**config.mk**
```make
export PLATFORM = sky130hd
export DESIGN_NAME = pageLoadCtrl
export DESIGN_NICKNAME = d
export VERILOG_FILES = /design/src/rtl/plc_pkg.sv /design/src/rtl/plcCtrl.sv /design/src/rtl/plcData.sv /design/src/rtl/pageLoadCtrl.sv
export SDC_FILE = /design/constraint.sdc
export NUM_CORES = 2
export LEC_CHECK = 0
export ABC_CLOCK_PERIOD_IN_PS = 5700
export BUFFER_PORTS_ARGS = -buffer_cell sky130_fd_sc_hd__buf_2
export CORE_AREA = 5 5 420 422
export DETAILED_ROUTE_END_ITERATION = 8
export DIE_AREA = 0 0 425 427
export GPL_ROUTABILITY_DRIVEN = 1
export PLACE_DENSITY = 0.4
export REMOVE_ABC_BUFFERS = 1
export SLEW_MARGIN = 15
export SYNTH_ARGS = -nofsm -noshare
export SYNTH_HDL_FRONTEND = slang
export SYNTH_SLANG_ARGS = --single-unit
```
**constraint.sdc**
```tcl
create_clock -name clk -period 5.7 [get_ports clk]
set_input_delay 0.57 -clock clk [delete_from_list [all_inputs] [get_ports clk]]
set_output_delay 0.57 -clock clk [all_outputs]
set_load 0.01 [all_outputs]
```
**src/rtl/plc_pkg.sv**
```systemverilog
package plc_pkg;
  // Strobes from control to datapath
  typedef struct packed {
    logic wrByte;   // store loadData in the slot addressed by loadAddr
    logic clrBuf;   // refill all slots with ones after commit
  } bufStrobe_t;
endpackage

```
**src/rtl/plcCtrl.sv**
```systemverilog
module plcCtrl
  import plc_pkg::*;
#(
  parameter int TIMEOUT_CYC = 10000,
  parameter int PROG_CYC    = 250000
) (
  input  logic       clk,
  input  logic       rstN,
  input  logic       loadValid,
  output bufStrobe_t strobe,
  output logic       busy,
  output logic       commitValid
);
  localparam int IDLE_W = $clog2(TIMEOUT_CYC + 1);
  localparam int PROG_W = $clog2(PROG_CYC + 1);

  typedef enum logic [1:0] {ST_IDLE, ST_LOAD, ST_PROG} ctlState_t;

  ctlState_t          state;
  logic [IDLE_W-1:0]  idleCnt;
  logic [PROG_W-1:0]  progCnt;
  logic               lastProg;
  logic               idleDone;

  assign lastProg = (state == ST_PROG) && (progCnt == PROG_W'(PROG_CYC - 1));
  assign idleDone = (idleCnt == IDLE_W'(TIMEOUT_CYC - 1));

  always_ff @(posedge clk) begin
    if (!rstN) begin
      state   <= ST_IDLE;
      idleCnt <= '0;
      progCnt <= '0;
    end else begin
      unique case (state)
        ST_IDLE: begin
          if (loadValid) begin
            state   <= ST_LOAD;
            idleCnt <= '0;
          end
        end
        ST_LOAD: begin
          if (loadValid) begin
            idleCnt <= '0;
          end else if (idleDone) begin
            state   <= ST_PROG;
            progCnt <= '0;
          end else begin
            idleCnt <= idleCnt + 1'b1;
          end
        end
        ST_PROG: begin
          if (lastProg) state <= ST_IDLE;
          else          progCnt <= progCnt + 1'b1;
        end
        default: state <= ST_IDLE;
      endcase
    end
  end

  always_comb begin
    strobe.wrByte = loadValid && (state != ST_PROG);
    strobe.clrBuf = lastProg;
  end

  assign busy        = (state == ST_PROG);
  assign commitValid = lastProg;
endmodule

```
**src/rtl/plcData.sv**
```systemverilog
module plcData
  import plc_pkg::*;
#(
  parameter int ADDR_W     = 17,
  parameter int DATA_W     = 8,
  parameter int PAGE_BYTES = 128
) (
  input  logic                             clk,
  input  logic                             rstN,
  input  bufStrobe_t                       strobe,
  input  logic [ADDR_W-1:0]                loadAddr,
  input  logic [DATA_W-1:0]                loadData,
  output logic [ADDR_W-$clog2(PAGE_BYTES)-1:0] commitPage,
  output logic [PAGE_BYTES*DATA_W-1:0]     commitData,
  output logic [DATA_W-1:0]                lastData
);
  localparam int OFS_W  = $clog2(PAGE_BYTES);
  localparam int PAGE_W = ADDR_W - OFS_W;
  localparam logic [DATA_W-1:0] FILL = {DATA_W{1'b1}};

  logic [OFS_W-1:0] slotSel;
  assign slotSel = loadAddr[OFS_W-1:0];

  for (genvar g = 0; g < PAGE_BYTES; g++) begin : gSlot
    logic [DATA_W-1:0] slotQ;
    always_ff @(posedge clk) begin
      if (!rstN || strobe.clrBuf)
        slotQ <= FILL;
      else if (strobe.wrByte && (slotSel == OFS_W'(g)))
        slotQ <= loadData;
    end
    assign commitData[g*DATA_W +: DATA_W] = slotQ;
  end

  always_ff @(posedge clk) begin
    if (!rstN) begin
      commitPage <= '0;
      lastData   <= '0;
    end else if (strobe.wrByte) begin
      commitPage <= loadAddr[ADDR_W-1 -: PAGE_W];
      lastData   <= loadData;
    end
  end
endmodule

```
**src/rtl/pageLoadCtrl.sv**
```systemverilog
module pageLoadCtrl
  import plc_pkg::*;
#(
  parameter int ADDR_W      = 17,
  parameter int DATA_W      = 8,
  parameter int PAGE_BYTES  = 128,
  parameter int TIMEOUT_CYC = 10000,
  parameter int PROG_CYC    = 250000
) (
  input  logic                                  clk,
  input  logic                                  rstN,
  input  logic                                  loadValid,
  input  logic [ADDR_W-1:0]                     loadAddr,
  input  logic [DATA_W-1:0]                     loadData,
  output logic                                  busy,
  output logic                                  commitValid,
  output logic [ADDR_W-$clog2(PAGE_BYTES)-1:0]  commitPage,
  output logic [PAGE_BYTES*DATA_W-1:0]          commitData,
  output logic [DATA_W-1:0]                     lastData
);
  localparam int PAGE_W = ADDR_W - $clog2(PAGE_BYTES);

  bufStrobe_t strobe;

  plcCtrl #(.TIMEOUT_CYC(TIMEOUT_CYC), .PROG_CYC(PROG_CYC)) uCtrl (
    .clk(clk), .rstN(rstN), .loadValid(loadValid),
    .strobe(strobe), .busy(busy), .commitValid(commitValid)
  );

  plcData #(.ADDR_W(ADDR_W), .DATA_W(DATA_W), .PAGE_BYTES(PAGE_BYTES)) uData (
    .clk(clk), .rstN(rstN), .strobe(strobe),
    .loadAddr(loadAddr), .loadData(loadData),
    .commitPage(commitPage), .commitData(commitData), .lastData(lastData)
  );
endmodule

```
==> results.txt <==
----------------------------------------------------
[Pwr]
  Total leakage power ... 16.7 nW
  Share of power burned in registers ... 44.4%
  Share of total power in combinational logic ... 5.9%
  Cell-internal power ... 12.6 mW
  Clock power share ... 49.8%
  Total power ... 17.1 mW
  Switching pwr ... 4.46 mW
  Sw Ratio ... 26.1%
  Total power divided by cell area ... 322 nW/um^2
  Worst IR drop on VDD ... 0.278 mV

[Synthesis]
  Top cells by area, synth ... dfxtp_1 52%, nand3_1 25%, o21ai_0 12%
  Yosys cell types ... 61
  Yosys reg bits ... 1076
  Sequential area share after synthesis ... 51.7%
  Number of warnings reported in the yosys synthesis log ... 0
  Number of instances in the synthesized netlist ... 5171
  Biggest area consumer among synthesized cells ... dfxtp_1
  Most used flip-flop cell after synthesis ... dfxtp_1
  Number of flops mapped to enable cells by yosys ... 0
  Portion of synthesized cell area occupied by the leading cell type ... 51.7%
  Netlist Area Pre-Place ... 41700 sq um
  Share of flip-flops with an asynchronous set or reset after synthesis ... 0%
  Post-synthesis area per instance ... 8.06 sq um
  Most used standard cells in the synthesized netlist ... 2075 x nand3_1, 1076 x dfxtp_1, 1009 x o21ai_0, 524 x clkbuf_1, 134 x buf_2
  Library cell with the highest instance count after synthesis ... nand3_1

[Worst setup path]
  Max stage delay cell, worst path ... or4_4
  R2R depth ... 6
  Sum of buffers and inverters on the critical path ... 2
  Crit path largest cell delay ... 0.80 ns
  Data required, critical path ... 6.37 ns
  Kind of cell with the highest combined delay on the critical path ... simple AND/OR/NAND/NOR gates
  WP data arrival ... 3.75 ns
  Crit end category ... register
  Category of the critical setup timing path ... reg2reg
  Crit-path cells ... nand2b_2 > inv_2 > or4_4 > buf_12 > o21ai_0 > nand3_1
  Setup slack, reg-to-reg ... 2.62 ns
  Worst reg2reg path endpoint ... uData.gSlot[13].slotQ[3]$_SDFFE_PP1P_
  FF-to-FF Start ... uCtrl.state[0]$_SDFFE_PN0P_
  Max Fanout on Critical Path ... 112
  Worst Setup Start Kind ... register

[Floorplan]
  Initial Util ... 24.1%
  Std-Cell Rows ... 153
  Vertical die dimension ... 427 microns
  Core box area ... 173000 sq um
  I/O pin total ... 1072
  Die Area ... 181000 sq um
  Width of the chip ... 425 microns

[CTS]
  Sink count of the clock tree ... 1076
  CTS H-Tree Depth ... 4
  Clock tree from TritonCTS ... yes
  Clock root cell ... clkbuf_16
  Clock tree buffer depth ... 3
  Hold bufs inserted after CTS ... 10
  Clk_lat worst skew ... 0.80 ns
  Clock buffer count from CTS ... 131
  Post-CTS setup-driven buffer insertion count ... 0
  Resized cells post-CTS ... 0
  Register clock-pin slew on the reported worst setup and hold paths ... 0.06 ns

[Timing]
  Final Max Slew Viols ... 0
  Portion of the clock cycle consumed by the worst path in the final layout ... 54.1%
  Setup WS post-layout ... 2.62 ns
  Shortest period the worst path allows ... 3.08 ns
  Final hold vios ... 0
  Slew Limit Headroom ... 18.0%
  Finish-stage setup viols ... 0
  Worst Max-Slew Pin Slew ... 1.23 ns
  Max Clock Freq ... 325 MHz
  RSZ-0062 raised after global routing ... false
  Worst hold-check slack ... 0.261 ns
  Worst Skew ... 0.0268 ns

[Job]
  Max-cap viol count ... 0

[Final layout]
  Post-layout net count ... 5856
  Final standard cell count with taps included and fillers excluded ... 8257
  Final core area utilization ... 30.8%
  Fraction of final layout cells sized beyond drive strength 1 ... 24.2%
  Area added between synthesis and finish ... 27.5%

[Drt]
  Number of vias in the routed layout ... 43601
  Routed Wire Length ... 219000 microns
  Drt pass-1 iters ... 5
  Residual DRC count ... 0
  Remaining antenna violation count after routing ... 0
  Routed length per instance ... 26.6 microns
  Via density per instance ... 5.28
  First DRT Iteration DRCs ... 4238

[Placed design]
  Routability-driven placement congestion ratio ... 0.799
  Number of buffers added on ports ... 1071
  Hpwl dp ... 131000 microns
  Worst-case setup slack after placement ... 2.30 ns
  Placed insts ... 8008

[Global routing]
  Wire length of the first global-routing pass ... 310000 microns
  GR Overflow Total ... 0
  Largest net degree at the start of global routing ... 147
  Vias in the first global route ... 40956
  Antenna violations before repair ... 5
  Total global-route track usage ... 22.7%

[Min path]
  Endpoint, Worst Hold ... uCtrl.progCnt[16]$_SDFFE_PN0P_
  Worst Hold Depth ... 3
  Source of the worst hold timing path ... rstN
  Hold crit path type ... in2reg

[Run status]
  Run status ... complete, no violations

----------------------------------------------------
metal layers:
layer	track usage [%]	wire length, microns	vias to the layer above
li1	-	-	19748
met1	27.9	87900	21686
met2	36.7	103000	1730
met3	4.80	13900	437
met4	13.5	15100	0
met5	0	0	-
cells in the final DEF, fill, tap and decap left out, types with 4 or more instances in the layout:
cell type,synthesis,routed
o21ai_1,24,24
nand3b_1,4,4
nor2_1,43,13
clkbuf_1,524,42
clkbuf_16,0,133
or4_4,2,4
and3b_1,5,5
nand3_1,2075,2075
o211ai_1,6,6
clkinv_2,0,12
dfxtp_1,1076,1076
nor3_1,6,6
nand2b_1,4,4
inv_1,4,4
o31ai_1,6,6
nor2_2,2,23
mux2i_1,5,5
nor2_4,0,9
nor4b_1,4,4
or3_1,9,9
buf_12,0,34
a21oi_1,28,28
buf_2,134,1063
nand2_1,88,86
and2_1,4,4
or4_1,8,6
nand4_1,13,13
a311o_1,5,5
diode_2,0,5
buf_4,2,79
nor3b_1,8,8
buf_6,3,8
dlygate4sd3_1,0,10
nor4_1,5,5
and3_1,5,5
clkbuf_8,0,31
clkinv_8,0,6
o21ai_0,1009,1009
power by group through the flow:
stage | Combinational [mW] | Sequential, mW | Clock, mW
2_1_floorplan | 0.336 | 7.76 | 0
3_3_place_gp | 1.01 | 7.74 | 0
3_5_place_dp | 1.00 | 7.74 | 0
4_1_cts | 1.01 | 7.58 | 8.69
5_1_grt | 1.05 | 7.58 | 8.98
6_report | 1.00 | 7.58 | 8.50
sequential cells by signal (all words and copies together) (netlist names):
| name | cells |
|---|---|
| uCtrl.idleCnt | 14 |
| uCtrl.state | 2 |
| uData.commitPage | 10 |
| uCtrl.progCnt | 18 |
| uData.lastData | 8 |
| uData.gSlot.slotQ | 1024 |
kinds of logic (layout without fill, tap and decap cells):
logic type / Yosys count / in the layout / synth area share [%]
compound gates: 1096 / 1096 / 13.5
xor+xnor: 2 / 2 / 0.0421
fa+ha+maj: 2 / 2 / 0.0601
buf+inv: 680 / 1436 / 6.60
flops: 1076 / 1076 / 51.7
mux: 5 / 5 / 0.120
other cells: 0 / 5 / 0
simple gates: 2310 / 2310 / 28.0
through the flow:
stage          setup TNS, ns  cell area (sq um)
3_5_place_dp               0              48700
4_1_cts                    0              53100
3_3_place_gp               0              48700
6_report                   0              53100
2_1_floorplan       -8016.47              38900
5_1_grt                    0              53100
tightest hold or removal path: stages:
cell,delay (ns)
buf_2,0.25
nand2b_1,0.13
mux2i_1,0.06
worst max path at each step:
stage / cells past startpoint / endpoint / from / slack [ns]
2_1_floorplan: 5 / uData.gSlot[0].slotQ[0]$_SDFFE_PP1P_ / uCtrl.progCnt[0]$_SDFFE_PN0P_ / -7.83
3_3_place_gp: 5 / uData.gSlot[22].slotQ[7]$_SDFFE_PP1P_ / loadAddr[2] / 2.34
3_5_place_dp: 5 / uData.gSlot[21].slotQ[4]$_SDFFE_PP1P_ / loadAddr[2] / 2.30
4_1_cts: 6 / uData.gSlot[65].slotQ[7]$_SDFFE_PP1P_ / uCtrl.state[0]$_SDFFE_PN0P_ / 2.79
5_1_grt: 6 / uData.gSlot[13].slotQ[0]$_SDFFE_PP1P_ / uCtrl.state[0]$_SDFFE_PN0P_ / 2.56
6_report: 6 / uData.gSlot[13].slotQ[3]$_SDFFE_PP1P_ / uCtrl.state[0]$_SDFFE_PN0P_ / 2.62
area by class of cell:
cell class	count	area, sq um
well taps	2325	2910
clock inverters	28	385
flip-flops and latches	1076	21500
inverters	8	30.0
diodes	5	12.5
clock buffers	206	3910
multi-input cells	3415	17500
repair buffers	1194	6780
fillers	18514	120000
Power figures use the tool's default switching activity.
